<file path="config.mk">
export PLATFORM = sky130hd
export DESIGN_NAME = poly_scan
export DESIGN_NICKNAME = d
export VERILOG_FILES = /design/src/rtl/poly_scan_pkg.sv /design/src/rtl/poly_bound_add.sv /design/src/rtl/poly_nest_ctrl.sv /design/src/rtl/poly_scan.sv
export SDC_FILE = /design/constraint.sdc
export NUM_CORES = 1
export LEC_CHECK = 0
export ABC_AREA = 1
export BUFFER_PORTS_ARGS = -buffer_cell sky130_fd_sc_hd__buf_2
export CORE_ASPECT_RATIO = 1.4
export CORE_UTILIZATION = 50
export DETAILED_ROUTE_END_ITERATION = 6
export PLACE_DENSITY_LB_ADDON = 0.25
export SLEW_MARGIN = 15
export SYNTH_ARGS = -nofsm -noshare
export SYNTH_HDL_FRONTEND = slang
export SYNTH_SLANG_ARGS = --single-unit
</file>
<file path="constraint.sdc">
create_clock -name clk -period 3 [get_ports clk]
set_clock_uncertainty 0.15 [all_clocks]
set_input_delay 0.3 -clock clk [delete_from_list [all_inputs] [get_ports clk]]
set_output_delay 0.3 -clock clk [all_outputs]
set_load 0.02 [all_outputs]
</file>
<file path="src/rtl/poly_scan_pkg.sv">
package poly_scan_pkg;
  localparam int unsigned NEST_LVLS = 3;
  localparam int unsigned LVL_K = 0;
  localparam int unsigned LVL_J = 1;
  localparam int unsigned LVL_I = 2;
endpackage

</file>
<file path="src/rtl/poly_bound_add.sv">
module poly_bound_add #(
  parameter int unsigned IW = 4,
  localparam int unsigned SW = IW + 1
) (
  input  logic [IW-1:0] op_a,
  input  logic [IW-1:0] op_b,
  output logic [SW-1:0] sum
);
  // widened so that 2*(2^IW - 1) fits
  assign sum = {1'b0, op_a} + {1'b0, op_b};
endmodule

</file>
<file path="src/rtl/poly_nest_ctrl.sv">
module poly_nest_ctrl #(
  parameter int unsigned NLVL = 3,
  parameter int unsigned W    = 5
) (
  input  logic                   clk,
  input  logic                   rst_n,
  input  logic                   load,
  input  logic                   step,
  input  logic [NLVL-1:0][W-1:0] lim,
  output logic [NLVL-1:0][W-1:0] idx,
  output logic                   all_hit
);
  // level 0 is innermost; carry[l] is high when every level inside l is at its bound
  logic [NLVL-1:0] hit;
  logic [NLVL:0]   carry;

  assign carry[0] = 1'b1;

  for (genvar l = 0; l < NLVL; l++) begin : g_lvl
    assign hit[l]       = (idx[l] == lim[l]);
    assign carry[l+1]   = carry[l] & hit[l];

    always_ff @(posedge clk or negedge rst_n) begin
      if (!rst_n) begin
        idx[l] <= '0;
      end else if (load) begin
        idx[l] <= '0;
      end else if (step && carry[l]) begin
        if (hit[l]) idx[l] <= '0;
        else        idx[l] <= idx[l] + 1'b1;
      end
    end
  end

  assign all_hit = carry[NLVL];
endmodule

</file>
<file path="src/rtl/poly_scan.sv">
module poly_scan #(
  parameter int unsigned IDX_W = 4,
  localparam int unsigned KW   = IDX_W + 1
) (
  input  logic             clk,
  input  logic             rst_n,
  input  logic             start,
  input  logic [IDX_W-1:0] n_in,
  output logic             busy,
  output logic             pt_valid,
  input  logic             pt_ready,
  output logic [IDX_W-1:0] pt_i,
  output logic [IDX_W-1:0] pt_j,
  output logic [KW-1:0]    pt_k,
  output logic             pt_last
);
  import poly_scan_pkg::*;

  logic [IDX_W-1:0]             n_lat;
  logic                         active;
  logic                         launch;
  logic                         fire;
  logic                         at_end;
  logic [KW-1:0]                k_bound;
  logic [NEST_LVLS-1:0][KW-1:0] lvl_lim;
  logic [NEST_LVLS-1:0][KW-1:0] lvl_idx;

  assign launch = start && !active;
  assign fire   = active && pt_ready;

  always_ff @(posedge clk or negedge rst_n) begin
    if (!rst_n) begin
      active <= 1'b0;
      n_lat  <= '0;
    end else if (launch) begin
      active <= 1'b1;
      n_lat  <= n_in;
    end else if (fire && at_end) begin
      active <= 1'b0;
    end
  end

  poly_bound_add #(.IW(IDX_W)) u_bound (
    .op_a (lvl_idx[LVL_I][IDX_W-1:0]),
    .op_b (lvl_idx[LVL_J][IDX_W-1:0]),
    .sum  (k_bound)
  );

  assign lvl_lim[LVL_K] = k_bound;
  assign lvl_lim[LVL_J] = {1'b0, n_lat};
  assign lvl_lim[LVL_I] = {1'b0, n_lat};

  poly_nest_ctrl #(.NLVL(NEST_LVLS), .W(KW)) u_nest (
    .clk     (clk),
    .rst_n   (rst_n),
    .load    (launch),
    .step    (fire),
    .lim     (lvl_lim),
    .idx     (lvl_idx),
    .all_hit (at_end)
  );

  assign busy     = active;
  assign pt_valid = active;
  assign pt_i     = lvl_idx[LVL_I][IDX_W-1:0];
  assign pt_j     = lvl_idx[LVL_J][IDX_W-1:0];
  assign pt_k     = lvl_idx[LVL_K];
  assign pt_last  = active && at_end;
endmodule

</file>
Yosys cells after proc, flatten, opt, wreduce, memory -nomap -nowiden:

Index checks and enable logic that the tools add are counted.
Widths: inputs -> output; s select.

* input port bits: 8
* output and inout bits: 16
* bits in read-only memories: 0
* bits in latches: 0
* register bits after elaboration: 20
* memories kept: 0
* memory bits (writable): 0
* logic and storage cells: 36

* div/mod/pow operators: 0
* eq/ne operators: 3
* mux-type cells: 11
* shift-type cells: 0
* bitwise gates (word level): 2
* reduce and logical (&&, ||, !) cells: 11
* magnitude comparators: 0
* add/sub/neg operators: 4
* multipliers: 0

Operators by type and width (number)
* $mux 5: 9
* $add 5x1->5 const B: 3
* $eq 5x4->1: 2
* $reduce_bool 2->1: 4
* $logic_and 1x1->1: 6
* $add 4x4->5: 1
* $eq 5x5->1: 1
* $and 1x1->1: 2
* $mux 1: 2
* $logic_not 1->1: 1

Longest topological paths before layout:

Gate-level depths: netlist (run 1).

* depth in word-level cells: 7
* depth in mapped cells: 13
* mapped depth without buffers: 13

By module:

From an unflattened synthesis (run 1), not the netlist that was laid out.

* cell total of the unflattened synthesis: 222
* area total of the unflattened synthesis: 1501.4 µm²

Modules (own cells, without submodules)
* poly_nest_ctrl: instances 1, cells an instance 166, seq. area each 375.4 µm², area an instance 1108.6 µm²
* poly_scan: instances 1, cells an instance 31, seq. area each 125.1 µm², area an instance 235.2 µm²
* poly_bound_add: instances 1, cells an instance 25, seq. area each 0.0 µm², area an instance 157.7 µm²

Worst setup path before layout (run 1):

No wires, ideal clock.

* path type: register to output
* start: reg u_nest.idx[10] (netlist bit)
* end: out pt_last
* cell stages (with the launch flop): 8
* path buffers: 0
* slack: 0.345 ns
* required time: 2.550 ns
* arrival time: 2.205 ns
* cell sequence: dfrtp_1 -> ha_1 -> fa_1 -> xnor2_1 -> nand2_1 -> nor2_2 -> nand3_2 -> nor4_1

* cells in the longest elaborated chain, start to end: 5
* elaborated cells between the ends (all ways): 6
* classes of those cells: add/sub (1); eq/ne (2); bitwise (2); reduce/logical (1)

RTL lines
* start, declared: line poly_nest_ctrl.sv:10 `output logic [NLVL-1:0][W-1:0] idx,`
* start signal, assigned by index: line poly_nest_ctrl.sv:30 `else idx[l] <= idx[l] + 1'b1;`
* $add 4x4->5: line poly_bound_add.sv:10 `assign sum = {1'b0, op_a} + {1'b0, op_b};`
* $eq 5x5->1: line poly_nest_ctrl.sv:20 `assign hit[l] = (idx[l] == lim[l]);`
* $and 1x1->1: line poly_nest_ctrl.sv:21 `assign carry[l+1] = carry[l] & hit[l];`
* $and 1x1->1 *: line poly_nest_ctrl.sv:21
* $logic_and 1x1->1 *: line poly_scan.sv:68 `assign pt_last = active && at_end;`
* end, declared: line poly_scan.sv:15 `output logic pt_last`

Every way passes the cells marked *; elsewhere a longest branch is shown, timed or not.

Worst setup path after layout (run 1):

Ends and elaborated chain as after synthesis.

==> impl_metrics.prom, run 1 <==
# TYPE chip_impl_metric gauge
chip_impl_info{name="outcome",value="finished clean"} 1
chip_impl_metric{name="routedWlPerCell",unit="µm"} 12.3
chip_impl_metric{name="die_area",unit="mm²"} 0.00320
chip_impl_metric{name="post_synth_design_cell_area",unit="mm²"} 0.00149
chip_impl_metric{name="clock_sink_count",unit=""} 20
chip_impl_metric{name="clkTransAtPathRegs",unit="ps"} 80
chip_impl_metric{name="initialDrtViolationCount",unit=""} 27
chip_impl_metric{name="postLayoutCoreUtil",unit="%"} 57.0
chip_impl_metric{name="syn_to_final_growth",unit="%"} 9.16
chip_impl_metric{name="worst_skew_pair.late_latency",unit="ps"} 260
chip_impl_info{name="min_path_type",value="in -> reg"} 1
chip_impl_metric{name="count_of_h_tree_levels_built_during_cts",unit=""} 1
chip_impl_metric{name="p_sw_share",unit="%"} 42.8
chip_impl_metric{name="clkPwrFrac",unit="%"} 21.7
chip_impl_metric{name="cts.path.max_buffers",unit=""} 2
chip_impl_metric{name="final.min_clock_period",unit="ps"} 2840
chip_impl_metric{name="power.leakage",unit="nW"} 0.880
chip_impl_metric{name="synth_top_area_share",unit="%"} 33.6
chip_impl_metric{name="grt_max_degree",unit=""} 21
chip_impl_metric{name="fmax",unit="MHz"} 353
chip_impl_metric{name="globalRoute.totalOverflow",unit=""} 0
chip_impl_metric{name="drv_cap",unit=""} 0
chip_impl_info{name="hold_path_startpoint",value="n_in[2]"} 1
chip_impl_metric{name="timing.critical_path.buf_inv",unit=""} 1
chip_impl_metric{name="synth-edff-count",unit=""} 0
chip_impl_metric{name="synth_seq_area_share",unit="%"} 33.6
chip_impl_metric{name="asyncSetResetFlopFracSynth",unit="%"} 100
chip_impl_metric{name="hold_violations",unit=""} 0
chip_impl_metric{name="fin_nets",unit=""} 232
chip_impl_metric{name="avgSynthCellArea",unit="µm²"} 7.37
chip_impl_metric{name="design.core.area",unit="mm²"} 0.00285
chip_impl_metric{name="timing.critical_path.arrival",unit="ps"} 2390
chip_impl_metric{name="resized_cells_post_cts",unit=""} 0
chip_impl_metric{name="timing.max_slew.rel_slack",unit="%"} 68.2
chip_impl_metric{name="tritoncts.num_buffers",unit=""} 3
chip_impl_metric{name="finalSetupTns",unit="ps"} 0
chip_impl_info{name="yosysTopAreaCell",value="dfrtp_1"} 1
chip_impl_metric{name="die-height",unit="µm"} 66.6
chip_impl_metric{name="port-buffer-count",unit=""} 23
chip_impl_metric{name="gp_congestion",unit=""} 0.798
chip_impl_info{name="worstSetupPathType",value="reg -> out"} 1
chip_impl_metric{name="power_per_cell_area",unit="mW/mm²"} 774
chip_impl_metric{name="synthesis_warning_total",unit=""} 0
chip_impl_metric{name="synthesized_net_count",unit=""} 218
chip_impl_info{name="worst_r2r_startpoint",value="u_nest.idx[10]$_DFFE_PN0P_"} 1
chip_impl_metric{name="vdd_ir_drop_max",unit="mV"} 0.486
chip_impl_metric{name="p_comb_share",unit="%"} 44.0
chip_impl_metric{name="floorplan.rows",unit=""} 23
chip_impl_metric{name="num_vias",unit=""} 1269
chip_impl_info{name="cpMaxStageDelayCell",value="fa_1"} 1
chip_impl_metric{name="io_pins",unit=""} 24
chip_impl_metric{name="total_switching_power",unit="W"} 0.000539
chip_impl_info{name="clock_tree.root_cell",value="clkbuf_8"} 1
chip_impl_metric{name="grt_usage",unit="%"} 22.9
chip_impl_metric{name="num_antenna_cells",unit=""} 0
chip_impl_metric{name="fin_crit_sh",unit="%"} 94.5
chip_impl_metric{name="grt_pass1_vias",unit=""} 1181
chip_impl_metric{name="synthesis.instances",unit=""} 202
chip_impl_metric{name="sequentialPowerShare",unit="%"} 34.3
chip_impl_metric{name="cts_hold_buf",unit=""} 1
chip_impl_metric{name="antenna_found_initial",unit=""} 0
chip_impl_info{name="critical_path.cell_chain",value="ha_1 -> fa_1 -> xnor2_1 -> nand2_1 -> nor2_2 -> nand3_2 -> nor4_1 -> buf_2"} 1
chip_impl_metric{name="timing_max_transition_violations_final",unit=""} 0
chip_impl_metric{name="cp.required",unit="ps"} 2550
chip_impl_metric{name="p_int",unit="W"} 0.000720
chip_impl_metric{name="postRouteAntennaNets",unit=""} 0
chip_impl_metric{name="firstDrtPassIters",unit=""} 4
chip_impl_metric{name="post_drt_via_cell_ratio",unit=""} 5.04
chip_impl_metric{name="setup_viol",unit=""} 0
chip_impl_metric{name="initial_core_util",unit="%"} 52.3
chip_impl_info{name="setup_crit_start",value="u_nest.idx[10]$_DFFE_PN0P_"} 1
chip_impl_metric{name="yosys_register_bits",unit=""} 20
chip_impl_info{name="postSynth.topFlopCell",value="dfrtp_1"} 1
chip_impl_info{name="critical-path-top-delay-family",value="adder cells"} 1
chip_impl_metric{name="grt_pass1_wl",unit="µm"} 5200
chip_impl_metric{name="dieWidth",unit="µm"} 48.1
chip_impl_info{name="timing.critical_path.to_type",value="output pin"} 1
chip_impl_metric{name="synth_unique_cells",unit=""} 26
chip_impl_metric{name="hpwl",unit="µm"} 2280
chip_impl_info{name="synth_area_leaders",value="dfrtp_1 (34%), nand2_1 (14%), buf_4 (7.1%)"} 1
chip_impl_info{name="start_kind",value="register"} 1
chip_impl_info{name="clock_tree_from_tritoncts",value="yes"} 1
chip_impl_metric{name="nFillCells",unit=""} 294
chip_impl_metric{name="timing.critical_path.slowest_cell_delay",unit="ps"} 500
chip_impl_metric{name="post-cts-setup-buffers",unit=""} 0
chip_impl_metric{name="layout-drive-gt1-share",unit="%"} 17.2
chip_impl_metric{name="routed_wl",unit="µm"} 3090
chip_impl_info{name="rsz0062_at_grt",value="no"} 1
chip_impl_metric{name="critPathMaxFanout",unit=""} 8
chip_impl_metric{name="worst_slew_pin_slew",unit="ps"} 477
chip_impl_metric{name="post_detailed_route_drc_marker_count",unit=""} 0
## cells in the final DEF, fill, tap and decap left out, types with 3 or more instances in the layout
cell and count:
xor2_1 8, nand2_1 55, nor2_1 16, ha_1 7
nand3_1 15, dfrtp_1 20, buf_2 23, inv_1 26
o21ai_1 4, o22ai_1 3, a21oi_1 6, o21ai_0 3
clkbuf_8 3, xnor2_1 4, nand4_1 6
## kinds of logic (layout without fill, tap and decap cells)
kind of cell	count (synthesis)	in the layout	share of synthesized area, %
DFF	20	20	33.6
AOI/OAI and AO/OA	17	17	6.22
and+or+nand+nor	103	103	31.7
xor gates and xnor gates	12	12	7.06
adders and majority gates	8	8	7.23
buffers and inverters	42	55	14.2
## power groups by stage
| stage | combinational (W) | clock, W | sequential [W] |
|---|---|---|---|
| 2_1_floorplan | 0.000505 | 0 | 0.000407 |
| 3_3_place_gp | 0.000548 | 0 | 0.000434 |
| 3_5_place_dp | 0.000556 | 0 | 0.000438 |
| 4_1_cts | 0.000558 | 0.000281 | 0.000432 |
| 5_1_grt | 0.000624 | 0.000286 | 0.000446 |
| 6_report | 0.000553 | 0.000273 | 0.000432 |
## through the flow
step | worst slack [ps] | hold WS [ps] | power, W | area, µm² | instances
2_1_floorplan | 345 | -146 | 0.000912 | 1490 | 202
3_3_place_gp | 524 | 138 | 0.000982 | 1540 | 247
3_5_place_dp | 474 | 134 | 0.000994 | 1540 | 247
4_1_cts | 179 | 128 | 0.00127 | 1630 | 252
5_1_grt | 56.3 | 150 | 0.00136 | 1630 | 252
6_report | 164 | 127 | 0.00126 | 1630 | 252
## synth_stat cells, types with 2 or more instances
library cell	n
buf_4	14
a21oi_1	6
nand2_4	2
o22ai_1	3
nand3b_1	2
inv_1	26
nand2_1	55
xnor2_1	4
ha_1	7
o21ai_0	3
nand4_1	6
nand3_2	2
nand3_1	15
xor2_1	8
dfrtp_1	20
nor2_1	16
o21ai_1	4
## registers in the layout, indices dropped and copies added, names as in the netlist
register    count
u_nest.idx     15
n_lat           4
busy            1
## routing by layer
metal	part of all wire, %	global-route usage (%)	vias to the layer above
li1	-	-	655
met3	1.9	3.25	5
met1	44	27.9	592
met4	1.4	7.64	0
met2	52	39.4	17
met5	0	0	-
## tightest hold or removal path: stages
cell     delay (ps)
buf_2            70
nor2_1           30
a21oi_1          90
## worst paths after layout
path                                              end  slack, ps  cells after the start
setup / recovery                              pt_last        160                      8
hold / removal                   n_lat[2]$_DFFE_PN0P_        130                      3
setup reg to reg           u_nest.idx[13]$_DFFE_PN0P_        580                     10
hold reg to reg            u_nest.idx[14]$_DFFE_PN0P_        370                      2
max in group asynchronous        n_lat[1]$_DFFE_PN0P_       2000                      2
min in group asynchronous   u_nest.idx[4]$_DFFE_PN0P_        380                      2
## cell type report
cell class / instances / area (µm²) / area share (%)
clock buffers: 3 / 41.3 / 2.54
clock inverters: 1 / 30.0 / 1.85
inverters: 26 / 97.6 / 6.00
multi-input cells: 140 / 777 / 47.8
flip-flops and latches: 20 / 500 / 30.8
well taps: 37 / 46.3 / 2.85
repair buffers: 25 / 133 / 8.16
(Power assumes the default switching activity.)
==> inputs of run 2 (changes only) <==
--- a/config.mk
+++ b/config.mk
@@ -14,4 +14,5 @@
 export SLEW_MARGIN = 15
 export SYNTH_ARGS = -nofsm -noshare
 export SYNTH_HDL_FRONTEND = slang
+export SYNTH_HIERARCHICAL = 1
 export SYNTH_SLANG_ARGS = --single-unit
==> impl_metrics.prom, run 2 <==
# TYPE chip_impl_metric gauge
chip_impl_metric{name="fmax",unit="MHz"} 362
chip_impl_info{name="min_path_type",value="in -> reg"} 1
chip_impl_info{name="yosysMostFrequentCell",value="nand2_1"} 1
chip_impl_metric{name="globalRoute.totalOverflow",unit=""} 0
chip_impl_info{name="regMostFlops",value="u_nest/idx"} 1
chip_impl_metric{name="synth-edff-count",unit=""} 0
chip_impl_metric{name="max_reg_flops",unit=""} 15
chip_impl_info{name="postSynth.topFlopCell",value="dfrtp_1"} 1
chip_impl_metric{name="power.leakage",unit="nW"} 0.979
chip_impl_metric{name="die_area",unit="mm²"} 0.00323
chip_impl_metric{name="fin_area",unit="mm²"} 0.00177
chip_impl_metric{name="timing_max_transition_violations_final",unit=""} 0
chip_impl_metric{name="asyncSetResetFlopFracSynth",unit="%"} 100
chip_impl_metric{name="num_antenna_cells",unit=""} 0
chip_impl_metric{name="vdd_ir_drop_max",unit="mV"} 0.424
chip_impl_info{name="hold_path_startpoint",value="n_in[1]"} 1
chip_impl_metric{name="dieWidth",unit="µm"} 48.3
chip_impl_metric{name="synthesis_warning_total",unit=""} 6
chip_impl_metric{name="yosys_register_bits",unit=""} 20
chip_impl_metric{name="num_vias",unit=""} 1477
chip_impl_metric{name="grt_max_degree",unit=""} 21
chip_impl_metric{name="min_path_cells",unit=""} 3
chip_impl_metric{name="rrSetupSlack",unit="ps"} 570
chip_impl_metric{name="post_synth_design_cell_area",unit="mm²"} 0.00150
chip_impl_metric{name="p_int",unit="W"} 0.000816
chip_impl_metric{name="routed_wl",unit="µm"} 3310
chip_impl_metric{name="synthesis.instances",unit=""} 222
chip_impl_metric{name="initialDrtViolationCount",unit=""} 29
chip_impl_info{name="hold-path-endpoint",value="n_lat[1]$_DFFE_PN0P_"} 1
chip_impl_metric{name="initial_core_util",unit="%"} 52.7
chip_impl_metric{name="grt_usage",unit="%"} 22.6
chip_impl_metric{name="cp.required",unit="ps"} 2550
chip_impl_metric{name="syn_to_final_growth",unit="%"} 18.2
chip_impl_info{name="clock_tree.root_cell",value="clkbuf_8"} 1
chip_impl_info{name="timing.critical_path.to_type",value="output pin"} 1
chip_impl_metric{name="floorplan.rows",unit=""} 23
chip_impl_metric{name="synth_seq_area_share",unit="%"} 33.3
chip_impl_metric{name="p_comb_share",unit="%"} 58.0
chip_impl_metric{name="p_sw_share",unit="%"} 48.4
chip_impl_metric{name="avgSynthCellArea",unit="µm²"} 6.76
chip_impl_metric{name="port-buffer-count",unit=""} 23
chip_impl_metric{name="io_pins",unit=""} 24
chip_impl_info{name="synth_area_leaders",value="dfrtp_1 (33%), nand2_1 (17%), nand3_1 (12%)"} 1
chip_impl_metric{name="timing.critical_path.arrival",unit="ps"} 2320
chip_impl_metric{name="synth_top_area_share",unit="%"} 33.3
chip_impl_metric{name="design.core.area",unit="mm²"} 0.00285
chip_impl_metric{name="setup_viol",unit=""} 0
chip_impl_info{name="outcome",value="finished clean"} 1
chip_impl_metric{name="synth_unique_cells",unit=""} 22
chip_impl_metric{name="clkPwrFrac",unit="%"} 13.1
chip_impl_metric{name="count_of_h_tree_levels_built_during_cts",unit=""} 1
chip_impl_metric{name="routedWlPerCell",unit="µm"} 11.3
chip_impl_info{name="mostFrequentLayoutCell",value="nand2_1"} 1
chip_impl_metric{name="hold_violations",unit=""} 0
chip_impl_info{name="worst_r2r_startpoint",value="u_nest/idx[10]$_DFFE_PN0P_"} 1
chip_impl_metric{name="firstDrtPassIters",unit=""} 4
chip_impl_metric{name="total_switching_power",unit="W"} 0.000767
chip_impl_metric{name="cts.path.max_buffers",unit=""} 2
chip_impl_metric{name="tritoncts.num_buffers",unit=""} 3
chip_impl_metric{name="fin_nets",unit=""} 274
chip_impl_metric{name="grt_pass1_wl",unit="µm"} 5520
chip_impl_metric{name="postPlaceCellArea",unit="mm²"} 0.00168
chip_impl_metric{name="rr_worst_depth",unit=""} 13
chip_impl_metric{name="antenna_found_initial",unit=""} 0
chip_impl_metric{name="postRouteAntennaNets",unit=""} 0
chip_impl_metric{name="postLayoutCoreUtil",unit="%"} 62.3
chip_impl_metric{name="grt_pass1_vias",unit=""} 1327
chip_impl_metric{name="die-height",unit="µm"} 66.8
chip_impl_info{name="worstSetupPathType",value="reg -> out"} 1
chip_impl_metric{name="post_detailed_route_drc_marker_count",unit=""} 0
chip_impl_metric{name="sequentialPowerShare",unit="%"} 28.9
chip_impl_info{name="mostFrequentLayoutCells",value="nand2_1 (68), nand3_1 (35), inv_1 (33)"} 1
chip_impl_metric{name="drv_cap",unit=""} 0
chip_impl_info{name="synth_top_cells_by_count",value="nand2_1 (68), nand3_1 (35), inv_1 (33)"} 1
chip_impl_metric{name="clkTransAtPathRegs",unit="ps"} 70
chip_impl_metric{name="critPathMaxFanout",unit=""} 4
chip_impl_metric{name="worst_skew_pair.late_latency",unit="ps"} 260
chip_impl_info{name="yosysTopAreaCell",value="dfrtp_1"} 1
chip_impl_metric{name="clock_sink_count",unit=""} 20
chip_impl_metric{name="gp_congestion",unit=""} 0.903
chip_impl_metric{name="hpwl",unit="µm"} 2530
chip_impl_metric{name="worst_hold_slack",unit="ps"} 120
chip_impl_metric{name="fin_crit_sh",unit="%"} 92.2
chip_impl_metric{name="power_per_cell_area",unit="mW/mm²"} 892
chip_impl_metric{name="final.min_clock_period",unit="ps"} 2770
chip_impl_metric{name="post_drt_via_cell_ratio",unit=""} 5.02
chip_impl_info{name="reg2reg_to",value="u_nest/idx[5]$_DFFE_PN0P_"} 1
chip_impl_info{name="start_kind",value="register"} 1
chip_impl_metric{name="layout-drive-gt1-share",unit="%"} 17.1
chip_impl_info{name="clock_tree_from_tritoncts",value="yes"} 1
==> run 2: cell count changes after synthesis, sizes merged, moves of 2 or more <==
cell,delta
nand4,-3
nand2,+12
nand3,+18
nor2,+3
buf,-13
inv,+10
o22ai,-3
xnor2,+7
xor2,-4
o21ai,-6
nand3b,-2
==> run 2: area by class of cell <==
class                   count  area (µm²)
flip-flops and latches     20         504
multi-input cells         165         852
fillers                   282        1070
well taps                  37        46.3
inverters                  37         139
clock buffers               4        55.1
repair buffers             31         178
==> run 2: cell families after synthesis <==
group / Yosys count / share of synthesized area [%]
AO/OA/AOI/OAI: 7 / 2.33
XOR/XNOR: 15 / 8.75
adder cells (fa/ha/maj): 8 / 7.17
buffers and inverters: 39 / 10.7
flip-flops: 20 / 33.3
other: 1 / 0.250
AND/OR/NAND/NOR: 132 / 37.4
==> run 2: power groups by stage <==
stage / Combinational [W] / Clock (W) / Sequential [W]
after floorplan: 0.000597 / 0 / 0.000528
after global placement: 0.000872 / 0 / 0.000460
after detailed placement: 0.000887 / 0 / 0.000464
after CTS: 0.000889 / 0.000216 / 0.000460
after global routing: 0.00105 / 0.000223 / 0.000469
final: 0.000918 / 0.000208 / 0.000457
==> run 2: metal layers <==
layer	GRT usage, %	part of all wire [%]	up-vias
li1	-	-	759
met1	24.5	41	669
met3	2.74	3.7	11
met4	15.1	3.8	0
met5	0	0	-
met2	41.4	51	38
==> run 2: per-stage QoR <==
step | TNS, ps | std cells | power [W] | worst slack (ps)
after floorplan | 0 | 224 | 0.00113 | 401
after global placement | 0 | 286 | 0.00133 | 357
after detailed placement | 0 | 286 | 0.00135 | 304
after CTS | 0 | 291 | 0.00157 | 60.7
after global routing | -7.47 | 294 | 0.00174 | -7.47
final | 0 | 294 | 0.00158 | 234
==> run 2: worst max path at each step <==
stage,startpoint,to,slack [ps]
2_1_floorplan,u_nest/idx[10]$_DFFE_PN0P_,pt_last,400
3_3_place_gp,u_nest/idx[10]$_DFFE_PN0P_,pt_last,360
3_5_place_dp,u_nest/idx[10]$_DFFE_PN0P_,pt_last,300
4_1_cts,u_nest/idx[10]$_DFFE_PN0P_,pt_last,60
5_1_grt,u_nest/idx[10]$_DFFE_PN0P_,pt_last,-7
6_report,u_nest/idx[10]$_DFFE_PN0P_,pt_last,230
==> run 2: timing repair <==
action,in CTS,in global routing
hold buffers,1,0
hold endpoints to repair,20,0
pin swaps,0,1
buffers inserted,0,3
gates resized for setup,1,3
setup endpoints to repair,1,1
==> run 2: worst max-delay path, stage by stage, from the launching register on <==
cell     delay, ps
dfrtp_2        390
ha_1           190
inv_1           60
fa_1           390
xnor2_1        190
inv_1           60
nand2_1         60
nand2_1         70
nor2_2         100
nand3_1        110
nor3_2         170
nand2_1         70
inv_1           50
buf_2          150
==> inputs of run 3 (changes only) <==
--- a/config.mk
+++ b/config.mk
@@ -14,5 +14,4 @@
 export SLEW_MARGIN = 15
 export SYNTH_ARGS = -nofsm -noshare
 export SYNTH_HDL_FRONTEND = slang
-export SYNTH_HIERARCHICAL = 1
 export SYNTH_SLANG_ARGS = --single-unit
==> constraint.sdc (replaced) <==
create_clock -name clk -period 3.1 [get_ports clk]
set_clock_uncertainty 0.15 [all_clocks]
set_input_delay 0.31 -clock clk [delete_from_list [all_inputs] [get_ports clk]]
set_output_delay 0.31 -clock clk [all_outputs]
set_load 0.02 [all_outputs]
==> impl_metrics.prom, run 3 (synthesis results as in run 1) <==
# TYPE chip_impl_metric gauge
chip_impl_metric{name="design.core.area",unit="mm²"} 0.00285
chip_impl_metric{name="critPathMaxFanout",unit=""} 8
chip_impl_metric{name="cts_hold_buf",unit=""} 1
chip_impl_metric{name="io_pins",unit=""} 24
chip_impl_info{name="worst_r2r_startpoint",value="u_nest.idx[10]$_DFFE_PN0P_"} 1
chip_impl_metric{name="fin_nets",unit=""} 232
chip_impl_info{name="critical_path.cell_chain",value="ha_1 -> fa_1 -> xnor2_1 -> nand2_1 -> nor2_2 -> nand3_2 -> nor4_1 -> buf_2"} 1
chip_impl_info{name="regMostFlops",value="u_nest.idx"} 1
chip_impl_metric{name="hold_violations",unit=""} 0
chip_impl_metric{name="die_area",unit="mm²"} 0.00320
chip_impl_metric{name="num_antenna_cells",unit=""} 0
chip_impl_metric{name="timing_max_transition_violations_final",unit=""} 0
chip_impl_info{name="rsz0062_at_grt",value="no"} 1
chip_impl_metric{name="setup_viol",unit=""} 0
chip_impl_metric{name="routedWlPerCell",unit="µm"} 12.2
chip_impl_metric{name="grt_pass1_vias",unit=""} 1157
chip_impl_info{name="worstSetupPathType",value="reg -> out"} 1
chip_impl_metric{name="use_met1",unit="%"} 28.6
chip_impl_info{name="mostFrequentLayoutCell",value="nand2_1"} 1
chip_impl_metric{name="power_per_cell_area",unit="mW/mm²"} 721
chip_impl_metric{name="resized_cells_post_cts",unit=""} 0
chip_impl_metric{name="hpwl",unit="µm"} 2260
chip_impl_metric{name="power.leakage",unit="nW"} 0.874
chip_impl_metric{name="finalSetupTns",unit="ps"} 0
chip_impl_info{name="gr-max-usage-layer",value="met2"} 1
chip_impl_metric{name="clock_sink_count",unit=""} 20
chip_impl_info{name="clock_tree_from_tritoncts",value="yes"} 1
chip_impl_metric{name="antenna_found_initial",unit=""} 0
chip_impl_metric{name="grt_pass1_wl",unit="µm"} 5180
chip_impl_metric{name="fin_ws",unit="ps"} 300
chip_impl_metric{name="cp.required",unit="ps"} 2640
chip_impl_info{name="mostFrequentLayoutCells",value="nand2_1 (55), inv_1 (26), buf_2 (23)"} 1
chip_impl_info{name="critical-path-top-delay-family",value="adder cells"} 1
chip_impl_metric{name="dieWidth",unit="µm"} 48.1
chip_impl_metric{name="global_route.usage.met3",unit="%"} 3.25
chip_impl_info{name="hold-path-endpoint",value="n_lat[2]$_DFFE_PN0P_"} 1
chip_impl_metric{name="min_path_cells",unit=""} 3
chip_impl_metric{name="groute.layer.met2.usage",unit="%"} 38.2
chip_impl_metric{name="post_detailed_route_drc_marker_count",unit=""} 0
chip_impl_metric{name="fin_crit_sh",unit="%"} 90.3
chip_impl_metric{name="fmax",unit="MHz"} 357
chip_impl_metric{name="total_power",unit="W"} 0.00116
chip_impl_info{name="outcome",value="finished clean"} 1
chip_impl_metric{name="postLayoutCoreUtil",unit="%"} 56.5
chip_impl_info{name="clock_tree.root_cell",value="clkbuf_8"} 1
chip_impl_metric{name="globalRoute.totalOverflow",unit=""} 0
chip_impl_info{name="reg2reg_to",value="u_nest.idx[10]$_DFFE_PN0P_"} 1
chip_impl_metric{name="area.sequential",unit="µm²"} 500
chip_impl_metric{name="worst_slew_pin_slew",unit="ps"} 477
chip_impl_info{name="timing.critical_path.to_type",value="output pin"} 1
chip_impl_metric{name="timing.critical_path.arrival",unit="ps"} 2340
chip_impl_metric{name="floorplan.rows",unit=""} 23
chip_impl_metric{name="tritoncts.num_buffers",unit=""} 3
chip_impl_metric{name="rrSetupSlack",unit="ps"} 700
chip_impl_info{name="start_kind",value="register"} 1
chip_impl_metric{name="final.min_clock_period",unit="ps"} 2800
chip_impl_info{name="min_path_type",value="in -> reg"} 1
chip_impl_metric{name="layout-drive-gt1-share",unit="%"} 17.2
chip_impl_metric{name="syn_to_final_growth",unit="%"} 8.07
chip_impl_metric{name="post_drt_via_cell_ratio",unit=""} 4.96
chip_impl_metric{name="max_reg_flops",unit=""} 15
chip_impl_metric{name="firstDrtPassIters",unit=""} 4
chip_impl_info{name="hold_path_startpoint",value="n_in[2]"} 1
chip_impl_metric{name="gp_congestion",unit=""} 0.798
chip_impl_metric{name="initialDrtViolationCount",unit=""} 20
chip_impl_metric{name="die-height",unit="µm"} 66.6
chip_impl_metric{name="vdd_ir_drop_max",unit="mV"} 0.465
chip_impl_metric{name="timing.critical_path.buf_inv",unit=""} 1
chip_impl_metric{name="postRouteAntennaNets",unit=""} 0
chip_impl_metric{name="grt_max_degree",unit=""} 21
chip_impl_metric{name="nFillCells",unit=""} 284
chip_impl_metric{name="timing.critical_path.slowest_cell_delay",unit="ps"} 500
chip_impl_metric{name="pre_cts_slack",unit="ps"} 612
chip_impl_metric{name="initial_core_util",unit="%"} 52.3
chip_impl_metric{name="worst_skew_pair.late_latency",unit="ps"} 270
chip_impl_metric{name="clkTransAtPathRegs",unit="ps"} 80
chip_impl_metric{name="grt_usage",unit="%"} 22.9
chip_impl_metric{name="cts.path.max_buffers",unit=""} 2
chip_impl_metric{name="routed_wl",unit="µm"} 3070
chip_impl_metric{name="final_cell_count_no_fill",unit=""} 252
chip_impl_metric{name="port-buffer-count",unit=""} 23
chip_impl_metric{name="multi_input_comb_area",unit="µm²"} 777
chip_impl_metric{name="timing.max_slew.rel_slack",unit="%"} 68.2
chip_impl_metric{name="count_of_h_tree_levels_built_during_cts",unit=""} 1
chip_impl_metric{name="drv_cap",unit=""} 0
chip_impl_metric{name="rr_worst_depth",unit=""} 10
chip_impl_metric{name="dpl.cell_count",unit=""} 247
chip_impl_metric{name="post-cts-setup-buffers",unit=""} 0
chip_impl_metric{name="num_vias",unit=""} 1251
chip_impl_info{name="cpMaxStageDelayCell",value="fa_1"} 1
[run 3: cell types whose count changed in the layout (fill, tap and decap cells not counted), moves of 4 or more]
cell | before | now
xor2_1 | 4 | 8
buf_4 | 7 | 1
inv_1 | 33 | 26
nand2_1 | 68 | 55
xnor2_1 | 11 | 4
o21ai_1 | 0 | 4
nand3_1 | 35 | 15
[run 3: worst max path at each step]
stage                     endpoint                  startpoint  cells after the start  slack [ps]
after floorplan            pt_last  u_nest.idx[10]$_DFFE_PN0P_                      7         430
after global placement     pt_last  u_nest.idx[10]$_DFFE_PN0P_                      8         620
after detailed placement   pt_last  u_nest.idx[10]$_DFFE_PN0P_                      8         610
after CTS                  pt_last  u_nest.idx[10]$_DFFE_PN0P_                      8         310
after global routing       pt_last  u_nest.idx[10]$_DFFE_PN0P_                      8         180
final                      pt_last  u_nest.idx[10]$_DFFE_PN0P_                      8         300
[run 3: worst min-delay path, cell delays in order]
cell,delay (ps)
buf_2,70
nor2_1,30
a21oi_1,90
[run 3: metrics by stage]
step	hold slack, ps	instance area [µm²]
after floorplan	-136	1490
after global placement	148	1540
after detailed placement	143	1540
after CTS	137	1610
after global routing	154	1610
final	131	1610
[run 3: layout make-up]
cell class / count / share of cell area [%]
Multi-Input combinational cell: 140 / 48.3
Sequential cell: 20 / 31.1
Timing Repair Buffer: 25 / 8.24
Inverter: 26 / 6.07
Clock buffer: 4 / 3.42
Tap cell: 37 / 2.88
[run 3: layer usage]
| metal | vias to the layer above | share of wire, % |
|---|---|---|
| li1 | 658 | - |
| met5 | - | 0 |
| met3 | 5 | 1.8 |
| met2 | 15 | 50 |
| met4 | 0 | 1.5 |
| met1 | 573 | 46 |
[run 3: power by group]
group | total (W) | switching, W | internal [W]
clock network | 0.000207 | 0.0000939 | 0.000113
logic | 0.000536 | 0.000329 | 0.000207
registers | 0.000417 | 0.0000999 | 0.000317
total | 0.00116 | 0.000523 | 0.000637
